`src/rtl/ccr_pkg.sv`:
```
package ccr_pkg;
    localparam int NREG  = 8;
    localparam int NRW   = 6;
    localparam int IDX_W = $clog2(NREG);
    localparam int PTR_W = $clog2(NREG + 1);
    localparam int FS_W  = 4;
    localparam logic [7:0] ID_HI = 8'h92;
    localparam logic [7:0] ID_LO = 8'h02;

    typedef enum logic [3:0] {
        ST_IDLE, ST_ADDR, ST_ACK_ADDR, ST_CMD, ST_ACK_CMD, ST_CNT,
        ST_ACK_CNT, ST_WR, ST_ACK_WR, ST_RD, ST_RD_ACK
    } bus_state_e;

    function automatic logic [7:0] rst_val(int i);
        case (i)
            1:       return 8'h1F;
            2, 3:    return 8'hFF;
            4:       return 8'h6B;
            default: return 8'h00;
        endcase
    endfunction

    function automatic logic [7:0] wmask(int i);
        case (i)
            1:       return 8'h1F;
            4:       return 8'h7B;
            default: return 8'hFF;
        endcase
    endfunction
endpackage

```
`src/rtl/ccr_line_filter.sv`:
```
module ccr_line_filter #(
    parameter int FILT_LEN = 3
) (
    input  logic clk,
    input  logic rst_n,
    input  logic line_i,
    output logic level_o,
    output logic rise_o,
    output logic fall_o
);
    localparam int CW = $clog2(FILT_LEN + 1);

    logic [1:0]    sync_q;
    logic [CW-1:0] cnt_q;
    logic          flip;

    assign flip   = (sync_q[1] != level_o) && (cnt_q == CW'(FILT_LEN - 1));
    assign rise_o = flip && sync_q[1];
    assign fall_o = flip && !sync_q[1];

    always_ff @(posedge clk or negedge rst_n) begin
        if (!rst_n) begin
            sync_q  <= 2'b11;
            level_o <= 1'b1;
            cnt_q   <= '0;
        end else begin
            sync_q <= {sync_q[0], line_i};
            if (sync_q[1] == level_o) begin
                cnt_q <= '0;
            end else if (flip) begin
                level_o <= sync_q[1];
                cnt_q   <= '0;
            end else begin
                cnt_q <= cnt_q + 1'b1;
            end
        end
    end

    AST_FILT_RISE: assert property (@(posedge clk) disable iff (!rst_n)
        $past(rise_o) |-> level_o);
endmodule

```
`src/rtl/ccr_i2c_fsm.sv`:
```
module ccr_i2c_fsm import ccr_pkg::*; #(
    parameter logic [6:0] DEV_ADDR = 7'h69
) (
    input  logic             clk,
    input  logic             rst_n,
    input  logic             scl_lvl,
    input  logic             scl_rise,
    input  logic             scl_fall,
    input  logic             sda_lvl,
    input  logic             sda_rise,
    input  logic             sda_fall,
    input  logic [7:0]       rd_data,
    output logic [PTR_W-1:0] rd_sel,
    output logic             sda_oe,
    output logic             wr_en,
    output logic [IDX_W-1:0] wr_idx,
    output logic [7:0]       wr_data
);
    bus_state_e       state_q;
    logic [3:0]       bit_q;
    logic [7:0]       sh_q;
    logic             rw_q, mack_q;
    logic [PTR_W-1:0] ptr_q;
    logic             start_ev, stop_ev, rx_state, byte_done;

    assign start_ev  = sda_fall && scl_lvl;
    assign stop_ev   = sda_rise && scl_lvl;
    assign rx_state  = state_q inside {ST_ADDR, ST_CMD, ST_CNT, ST_WR};
    assign byte_done = (bit_q == 4'd8);

    // state register and datapath
    always_ff @(posedge clk or negedge rst_n) begin
        if (!rst_n) begin
            state_q <= ST_IDLE;
            bit_q   <= '0;
            sh_q    <= '0;
            rw_q    <= 1'b0;
            mack_q  <= 1'b0;
            ptr_q   <= '0;
        end else if (stop_ev) begin
            state_q <= ST_IDLE;
            bit_q   <= '0;
            ptr_q   <= '0;
        end else if (start_ev) begin
            state_q <= ST_ADDR;
            bit_q   <= '0;
            ptr_q   <= '0;
        end else begin
            if (scl_rise && rx_state) begin
                sh_q  <= {sh_q[6:0], sda_lvl};
                bit_q <= bit_q + 1'b1;
            end
            if (scl_rise && state_q == ST_RD_ACK) mack_q <= !sda_lvl;
            if (scl_fall) begin
                unique case (state_q)
                    ST_ADDR: if (byte_done) begin
                        bit_q   <= '0;
                        rw_q    <= sh_q[0];
                        state_q <= (sh_q[7:1] == DEV_ADDR) ? ST_ACK_ADDR : ST_IDLE;
                    end
                    ST_CMD: if (byte_done) begin
                        bit_q   <= '0;
                        state_q <= ST_ACK_CMD;
                    end
                    ST_CNT: if (byte_done) begin
                        bit_q   <= '0;
                        state_q <= ST_ACK_CNT;
                    end
                    ST_WR: if (byte_done) begin
                        bit_q   <= '0;
                        state_q <= ST_ACK_WR;
                        if (ptr_q != PTR_W'(NREG)) ptr_q <= ptr_q + 1'b1;
                    end
                    ST_ACK_ADDR: begin
                        if (rw_q) begin
                            state_q <= ST_RD;
                            sh_q    <= rd_data;
                            bit_q   <= '0;
                        end else begin
                            state_q <= ST_CMD;
                        end
                    end
                    ST_ACK_CMD: state_q <= ST_CNT;
                    ST_ACK_CNT, ST_ACK_WR: state_q <= ST_WR;
                    ST_RD: begin
                        if (bit_q == 4'd7) begin
                            state_q <= ST_RD_ACK;
                            bit_q   <= '0;
                            ptr_q   <= (ptr_q == PTR_W'(NREG)) ? '0 : ptr_q + 1'b1;
                        end else begin
                            sh_q  <= {sh_q[6:0], 1'b0};
                            bit_q <= bit_q + 1'b1;
                        end
                    end
                    ST_RD_ACK: begin
                        if (mack_q) begin
                            state_q <= ST_RD;
                            sh_q    <= rd_data;
                        end else begin
                            state_q <= ST_IDLE;
                        end
                    end
                    default: ;
                endcase
            end
        end
    end

    // outputs
    always_comb begin
        unique case (state_q)
            ST_ACK_ADDR, ST_ACK_CMD, ST_ACK_CNT, ST_ACK_WR: sda_oe = 1'b1;
            ST_RD:                                          sda_oe = !sh_q[7];
            default:                                        sda_oe = 1'b0;
        endcase
        wr_en   = (state_q == ST_WR) && scl_fall && byte_done && (ptr_q < PTR_W'(NREG))
                  && !start_ev && !stop_ev;
        wr_idx  = ptr_q[IDX_W-1:0];
        wr_data = sh_q;
        rd_sel  = ptr_q;
    end

    AST_START_RESTART: assert property (@(posedge clk) disable iff (!rst_n)
        (start_ev && !stop_ev) |=> (state_q == ST_ADDR) && (ptr_q == '0));
    AST_STOP_RELEASE: assert property (@(posedge clk) disable iff (!rst_n)
        stop_ev |=> (state_q == ST_IDLE) && !sda_oe);
    AST_WR_IN_ORDER: assert property (@(posedge clk) disable iff (!rst_n)
        wr_en |=> (ptr_q == $past(ptr_q) + 1'b1));
    AST_NO_WR_ON_READ: assert property (@(posedge clk) disable iff (!rst_n)
        wr_en |-> !rw_q);
endmodule

```
`src/rtl/ccr_regbank.sv`:
```
module ccr_regbank import ccr_pkg::*; (
    input  logic             clk,
    input  logic             rst_n,
    input  logic [FS_W-1:0]  strap_fs,
    input  logic             strap_ratio,
    input  logic             wr_en,
    input  logic [IDX_W-1:0] wr_idx,
    input  logic [7:0]       wr_data,
    input  logic [PTR_W-1:0] rd_sel,
    output logic [7:0]       rd_data,
    output logic [FS_W-1:0]  freq_code,
    output logic             ratio_sel,
    output logic             spread_en,
    output logic             spread_down,
    output logic             tristate_all,
    output logic [2:0]       en_fixed,
    output logic             en_sdram_f,
    output logic [7:0]       en_sdram,
    output logic [7:0]       en_pci,
    output logic [1:0]       en_mid,
    output logic             en_ioapic,
    output logic [1:0]       en_cpu
);
    logic [NRW-1:0][7:0] ctl_q;
    logic [FS_W-1:0]     fs_q;
    logic                ratio_q, strap_done_q;
    logic [PTR_W-1:0]    idx;

    always_ff @(posedge clk or negedge rst_n) begin
        if (!rst_n) begin
            for (int i = 0; i < NRW; i++) ctl_q[i] <= rst_val(i);
        end else if (wr_en && (wr_idx < IDX_W'(NRW))) begin
            ctl_q[wr_idx] <= (ctl_q[wr_idx] & ~wmask(int'(wr_idx)))
                           | (wr_data & wmask(int'(wr_idx)));
        end
    end

    always_ff @(posedge clk or negedge rst_n) begin
        if (!rst_n) begin
            strap_done_q <= 1'b0;
            fs_q         <= '0;
            ratio_q      <= 1'b0;
        end else if (!strap_done_q) begin
            strap_done_q <= 1'b1;
            fs_q         <= strap_fs;
            ratio_q      <= strap_ratio;
        end
    end

    assign idx = rd_sel - 1'b1;

    always_comb begin
        rd_data = 8'h00;
        if (rd_sel == '0) begin
            rd_data = 8'(NREG);
        end else begin
            case (idx)
                PTR_W'(0): rd_data = ctl_q[0];
                PTR_W'(1): rd_data = {fs_q[3], fs_q[2], fs_q[0], ctl_q[1][4:0]};
                PTR_W'(2): rd_data = ctl_q[2];
                PTR_W'(3): rd_data = ctl_q[3];
                PTR_W'(4): rd_data = {ratio_q, ctl_q[4][6:3], fs_q[1], ctl_q[4][1:0]};
                PTR_W'(5): rd_data = ctl_q[5];
                PTR_W'(6): rd_data = ID_HI;
                PTR_W'(7): rd_data = ID_LO;
                default:   rd_data = 8'h00;
            endcase
        end
    end

    always_comb begin
        freq_code    = ctl_q[0][3] ? {ctl_q[0][2], ctl_q[0][6:4]} : fs_q;
        ratio_sel    = ctl_q[0][3] ? ctl_q[1][1] : ratio_q;
        spread_down  = ctl_q[0][7];
        spread_en    = ctl_q[0][1];
        tristate_all = ctl_q[0][0];
        en_fixed     = ctl_q[1][4:2];
        en_sdram_f   = ctl_q[1][0];
        en_sdram     = ctl_q[2];
        en_pci       = ctl_q[3];
        en_mid       = ctl_q[4][6:5];
        en_ioapic    = ctl_q[4][3];
        en_cpu       = ctl_q[4][1:0];
    end

    AST_STRAP_HOLD: assert property (@(posedge clk) disable iff (!rst_n)
        $past(strap_done_q) |-> ($stable(fs_q) && $stable(ratio_q)));
    AST_FREQ_STABLE: assert property (@(posedge clk) disable iff (!rst_n)
        ($past(strap_done_q) && !$past(wr_en)) |-> ($stable(freq_code) && $stable(ratio_sel)));
endmodule

```
`src/rtl/clkgen_ctrl_regs.sv`:
```
module clkgen_ctrl_regs import ccr_pkg::*; #(
    parameter logic [6:0] DEV_ADDR = 7'h69,
    parameter int         FILT_LEN = 3
) (
    input  logic            clk,
    input  logic            rst_n,
    input  logic            scl_i,
    input  logic            sda_i,
    output logic            sda_oe,
    input  logic [FS_W-1:0] strap_fs,
    input  logic            strap_ratio,
    output logic [FS_W-1:0] freq_code,
    output logic            ratio_sel,
    output logic            spread_en,
    output logic            spread_down,
    output logic            tristate_all,
    output logic [2:0]      en_fixed,
    output logic            en_sdram_f,
    output logic [7:0]      en_sdram,
    output logic [7:0]      en_pci,
    output logic [1:0]      en_mid,
    output logic            en_ioapic,
    output logic [1:0]      en_cpu
);
    localparam int NLINE = 2;

    logic [NLINE-1:0] raw, lvl, rise, fall;
    logic [7:0]       rd_data, wr_data;
    logic [PTR_W-1:0] rd_sel;
    logic [IDX_W-1:0] wr_idx;
    logic             wr_en;

    assign raw = {sda_i, scl_i};

    for (genvar g = 0; g < NLINE; g++) begin : g_line
        ccr_line_filter #(.FILT_LEN(FILT_LEN)) u_filt (
            .clk(clk), .rst_n(rst_n), .line_i(raw[g]),
            .level_o(lvl[g]), .rise_o(rise[g]), .fall_o(fall[g])
        );
    end

    ccr_i2c_fsm #(.DEV_ADDR(DEV_ADDR)) u_fsm (
        .clk(clk), .rst_n(rst_n),
        .scl_lvl(lvl[0]), .scl_rise(rise[0]), .scl_fall(fall[0]),
        .sda_lvl(lvl[1]), .sda_rise(rise[1]), .sda_fall(fall[1]),
        .rd_data(rd_data), .rd_sel(rd_sel), .sda_oe(sda_oe),
        .wr_en(wr_en), .wr_idx(wr_idx), .wr_data(wr_data)
    );

    ccr_regbank u_bank (
        .clk(clk), .rst_n(rst_n),
        .strap_fs(strap_fs), .strap_ratio(strap_ratio),
        .wr_en(wr_en), .wr_idx(wr_idx), .wr_data(wr_data),
        .rd_sel(rd_sel), .rd_data(rd_data),
        .freq_code(freq_code), .ratio_sel(ratio_sel),
        .spread_en(spread_en), .spread_down(spread_down), .tristate_all(tristate_all),
        .en_fixed(en_fixed), .en_sdram_f(en_sdram_f), .en_sdram(en_sdram),
        .en_pci(en_pci), .en_mid(en_mid), .en_ioapic(en_ioapic), .en_cpu(en_cpu)
    );
endmodule

```
`config.mk`:
```
export PLATFORM = sky130hd
export DESIGN_NAME = clkgen_ctrl_regs
export DESIGN_NICKNAME = d
export VERILOG_FILES = /design/src/rtl/ccr_pkg.sv /design/src/rtl/ccr_line_filter.sv /design/src/rtl/ccr_i2c_fsm.sv /design/src/rtl/ccr_regbank.sv /design/src/rtl/clkgen_ctrl_regs.sv
export SDC_FILE = /design/constraint.sdc
export NUM_CORES = 1
export LEC_CHECK = 0
export ABC_AREA = 1
export BUFFER_PORTS_ARGS = -buffer_cell sky130_fd_sc_hd__buf_2
export CAP_MARGIN = 5
export CORE_ASPECT_RATIO = 1.5
export CORE_MARGIN = 2
export CORE_UTILIZATION = 40
export CTS_CLUSTER_DIAMETER = 50
export CTS_CLUSTER_SIZE = 20
export DETAILED_ROUTE_END_ITERATION = 16
export GPL_TIMING_DRIVEN = 0
export PLACE_DENSITY = 0.67
export SLEW_MARGIN = 20
export SYNTH_ARGS = -nofsm -noshare
export SYNTH_HDL_FRONTEND = slang
export SYNTH_SLANG_ARGS = --single-unit
```
`constraint.sdc`:
```
create_clock -name clk -period 3.2 [get_ports clk]
set_input_delay 0.32 -clock clk [delete_from_list [all_inputs] [get_ports clk]]
set_output_delay 0.32 -clock clk [all_outputs]
set_load 0.1 [all_outputs]
```
# Yosys cells after proc, flatten, opt, wreduce, memory -nomap -nowiden
# Cells that the tools add are included.
# word_totals
register_bits	86
inputBits	9
output_inout_bits	34
elab_cells	163
# classes
addsub	5
order_cmp	4
n_eq_ne	36
mux	50
n_bitwise	8
reduce_logical	39
# ops
operator	n
4-bit two-way mux	25
8-bit two-way mux	9
8-bit case mux with 8 select lines	1
48-bit bitwise mux	1
4-bit by 3-bit equality test with 1-bit output, second input constant	9
4-bit case mux with 9 select lines	1
8-bit binary-select mux with 3-bit select	1
8-bit demux with 3-bit select	1
8-bit case mux with 3 select lines	1
4-bit equality test, second input constant	5
4-bit by 1-bit != test with 1-bit output, second input constant	5
1-bit logical AND	17
8-bit bitwise AND	2
4-bit by 2-bit equality test with 1-bit output, second input constant	4
8-bit case mux with 2 select lines	1
4-bit case mux with 3 select lines	1
11-bit nonzero test	1
2-bit two-way mux	5
5-bit AND reduction	2
4-bit by 1-bit adder with 4-bit output, second input constant	2
4-bit by 1-bit equality test with 1-bit output, second input constant	2
4-bit zero test	2
8-bit inverter	1
8-bit bitwise OR	1
26 further kinds	42

# Depth between registers and ports, before layout
# logic_depth
depth_word	14
ltp_mapped	14
ltp_nobuf	12

# Hierarchy
# From an unflattened synthesis, not the netlist that was laid out.
# hier_totals
cells_unflattened	683
area_unflattened_um2	5042.3
# modules_own_cells
module	instances	cells_each	area_each_um2	seq_area_each_um2
ccr_regbank	1	370	2905.3	1383.8
ccr_i2c_fsm	1	273	1749.2	550.5
ccr_line_filter	2	20	193.9	128.9

# Worst setup path before layout
# Ideal clock, no wire load.
# synth_timing
path_kind	register to output
startpoint	reg u_fsm.state_q[2]
endpoint	out sda_oe
t_arrival_ps	2923
required_time_ps	2880
slack_ps	-43
stages_incl_launch_ff	4
n_path_buf	0
path_cell_list	dfrtp_1 -> nor2_1 -> nand2_1 -> o21ai_0
# synth_between
elab_chain_cells	3
elab_cells_between_ends	7
# synth_lines
item	line_no	source
start: declaration	ccr_i2c_fsm.sv:19	bus_state_e state_q;
start signal: assignment	ccr_i2c_fsm.sv:59	state_q <= (sh_q[7:1] == DEV_ADDR) ? ST_ACK_ADDR : ST_IDLE;
4-bit by 2-bit equality test with 1-bit output (tied with other cells)	ccr_i2c_fsm.sv:111	unique case (state_q)
4-bit OR reduction	ccr_i2c_fsm.sv:111	
1-bit case mux with 2 select lines *	ccr_i2c_fsm.sv:111	
end: declaration	clkgen_ctrl_regs.sv:9	output logic sda_oe,
# Every way passes the cells marked *; elsewhere a longest branch is shown, timed or not.

# Final worst setup path
# layout_timing
startpoint	reg u_fsm.ptr_q[0] (netlist: u_fsm.rd_sel[0])
endpoint	reg u_bank.ctl_q[5] (netlist name)
# layout_between
elab_chain_cells	7
elab_cells_between_ends	22
# layout_lines
item	line_no	source
start: declaration	ccr_i2c_fsm.sv:23	logic [PTR_W-1:0] ptr_q;
start signal: assignment	ccr_i2c_fsm.sv:72	if (ptr_q != PTR_W'(NREG)) ptr_q <= ptr_q + 1'b1;
start signal: assignment	ccr_i2c_fsm.sv:89	ptr_q <= (ptr_q == PTR_W'(NREG)) ? '0 : ptr_q + 1'b1;
3-bit equality test or 3-bit by 1-bit equality test with 1-bit output (tied branches)	ccr_pkg.sv:25	case (i)
8-bit case mux with 2 select lines	ccr_pkg.sv:25	
8-bit two-way mux	ccr_regbank.sv:32	end else if (wr_en && (wr_idx < IDX_W'(NRW))) begin
8-bit inverter	ccr_regbank.sv:33	ctl_q[wr_idx] <= (ctl_q[wr_idx] & ~wmask(int'(wr_idx)))
8-bit bitwise AND	ccr_regbank.sv:33	
8-bit bitwise OR	ccr_regbank.sv:34	| (wr_data & wmask(int'(wr_idx)));
48-bit bitwise mux	ccr_regbank.sv:33	
end signal: indexed assignment	ccr_regbank.sv:33	
end: declaration	ccr_regbank.sv:24	logic [NRW-1:0][7:0] ctl_q;
# Parallel ways exist; a longest one is shown, timed or not. The select of a mux whose other input is x is not followed.
# A chain may end at the register's enable or synchronous reset.

==> flow_metrics.env <==
export IMPL_drt_pass1_iter_count=5
export IMPL_drt_iter0_drc=323
export IMPL_ys_warn_count=0
export IMPL_cts_max_level=3
export IMPL_die_area_mm2=0.0139
export IMPL_antenna_left=0
export IMPL_synthFlopType="dfrtp_1"
export IMPL_synth_edf_count=0
export IMPL_grt_pass1_wl_um=24000
export IMPL_cts_tree="done"
export IMPL_slew_violations=0
export IMPL_ios=43
export IMPL_p_leak_nw=2.90
export IMPL_final_cell_mix="nand2_1, nor2_1, inv_1"
export IMPL_start_kind="flip-flop"
export IMPL_tns_ns=0
export IMPL_synth_fp_nets=686
export IMPL_r2r_start="u_fsm.rd_sel[0]"
export IMPL_core_area_mm2=0.0128
export IMPL_fin_area_mm2=0.00593
export IMPL_end_kind="flip-flop"
export IMPL_reg2reg_slack_ns=0.01
export IMPL_r2r_end="u_bank.ctl_q[5]"
export IMPL_ir_drop_uv=336
export IMPL_clk_pin_slew_worst_paths_ns=0.07
export IMPL_layout_drive_gt1_share_pct=23.5
export IMPL_path_class="reg -> reg"
export IMPL_synth_seq_cells=86
export IMPL_max_slew_margin_pct=30.4
export IMPL_grtUsageTotal_pct=22.0
export IMPL_areaGrowthSynthToFinish_pct=14.1
export IMPL_cp_arrival_ns=3.38
export IMPL_cp_startpoint="u_fsm.rd_sel[0]"
export IMPL_die_x_um=97.0
export IMPL_rsz0062_at_grt="true"
export IMPL_utilization_pct=46.2
export IMPL_holdPathStages=1
export IMPL_viasPerCell=5.26
export IMPL_avgSynthCellArea_um2=7.77
export IMPL_maxCapViolCount=0
export IMPL_antenna_found_initial=0
export IMPL_wirelength_um=14800
export IMPL_crit_path_end="u_bank.ctl_q[5]"
export IMPL_postCtsSetupBuffers=0
export IMPL_die_y_um=144
export IMPL_gp_congestion=0.958
export IMPL_numCtsBuffers=9
export IMPL_setup_violations=0
export IMPL_hold_violations=0
export IMPL_rows=51
export IMPL_grt_pass1_vias=4800
export IMPL_ys_seq_area_share_pct=42.2
export IMPL_ys_types=43
export IMPL_syn_cell_area_mm2=0.00519
export IMPL_port_buffers=42
export IMPL_overflow=0
export IMPL_clock_path_buffers=2
export IMPL_min_period_ns=3.19
export IMPL_grt_max_degree=52
export IMPL_route_vias_total=4665
export IMPL_fin_skew_ns=0.00810
export IMPL_max_slew_worst_pin_slew_ns=1.04
export IMPL_wire_per_inst_um=16.7
export IMPL_worstHoldPathType="in -> reg"
export IMPL_synthArstFlopShare_pct=100
export IMPL_placed_area_mm2=0.00563
export IMPL_hold_ws_ns=0.0638
export IMPL_dp_hpwl_um=11400
export IMPL_cp_max_fo=12
export IMPL_period_share_pct=99.6
export IMPL_finalNetCount=741
export IMPL_route_detailed_drc=0
export IMPL_initial_core_util_pct=40.5
export IMPL_reg2reg_depth=10
export IMPL_root_buffer="clkbuf_16"
export IMPL_clock_sinks=86
export IMPL_final_common_cell="nand2_1"
export IMPL_cts_resized=0
export IMPL_p_per_area_mw_per_mm2=482
export IMPL_max_freq_mhz=314
export IMPL_status="complete, no violations"
export IMPL_syn_inst=668
export IMPL_critPathRequiredTime_ns=3.39
export IMPL_antenna_cells=0
export IMPL_clock_latency_ns=0.35
through the flow:
step	worst slack, ns	total power [mW]	instances
after floorplan	0.189	1.64	668
after global placement	-0.120	1.84	869
after detailed placement	0.0919	1.86	870
after CTS	0.0230	2.88	887
after global routing	-0.153	2.99	887
final	0.0124	2.86	887
layout make-up:
type,instances,area [um2]
Tap cell,159,199
Clock inverter,6,45.0
Buffer,41,308
Clock buffer,10,239
Sequential cell,86,2190
Inverter,69,259
Fill cell,1280,6900
Multi-Input combinational cell,472,2430
Timing Repair Buffer,44,250
sequential cells by signal, summed over array words and instances (netlist names), 8 cells and up:
signal and cells:
u_bank.en_pci 8, u_bank.ctl_q 20, u_bank.en_sdram 8, u_fsm.wr_data 8
logic make-up after synthesis:
logic type,share of synthesized area (%)
flip-flops,42.2
adder cells (fa/ha/maj),2.17
buffers and inverters,10.9
XOR/XNOR,1.35
AO/OA/AOI/OAI,13.4
AND/OR/NAND/NOR,29.5
other,0.0722
multiplexers,0.410
per-layer routing:
| layer | wire length, um | track usage (%) | part of all wire (%) |
|---|---|---|---|
| met1 | 5610 | 23.0 | 38 |
| met2 | 8040 | 41.2 | 54 |
| met3 | 507 | 4.04 | 3.4 |
| met4 | 660 | 12.1 | 4.5 |
| met5 | 0 | 0 | 0 |
critical path, cell delays in order, from the launching register on:
cell and delay, ns:
dfrtp_1 0.61, inv_2 0.22, buf_2 0.30, ha_1 0.34, inv_1 0.15, nand2_1 0.08, o21ai_0 0.13, a21oi_1 0.32
o221ai_1 0.20, o21ai_1 0.46, o21ai_0 0.21
cells in the mapped netlist (6+ instances only):
cell type	count	area (um2)
nand4_1	23	144
nor3_1	6	30.0
dfrtp_1	54	1350
nand3_1	25	125
ha_1	9	113
buf_4	24	180
inv_1	62	233
dfstp_2	32	841
o21ai_0	58	290
buf_6	8	90.1
clkbuf_1	6	22.5
o21ai_2	12	105
a21oi_1	28	140
nor2_1	65	244
inv_2	7	26.3
o21ai_1	18	90.1
nand2_1	181	679
repair_timing:
item	4_1_cts	5_1_grt
setup endpoints to repair	0	9
endpoints found under the hold margin	24	0
hold buffers	1	0
how the worst min path moves through the flow:
stage | start | endpoint | slack, ns
detailed placement | rst_n | u_bank.ctl_q[13] | 0.32
floorplan | rst_n | g_line[0].u_filt.cnt_q[0] | 0.02
global placement | g_line[0].u_filt.sync_q[0] | g_line[0].u_filt.sync_q[1] | 0.35
finish | scl_i | g_line[0].u_filt.sync_q[0] | 0.06
global route | sda_i | g_line[1].u_filt.sync_q[0] | 0.05
CTS | scl_i | g_line[0].u_filt.sync_q[0] | 0.05
power breakdown:
group / internal, mW / switching (mW)
combinational: 0.134 / 0.421
clock: 0.551 / 0.462
sequential: 1.19 / 0.0974
total: 1.88 / 0.981
(Power assumes the default switching activity.)
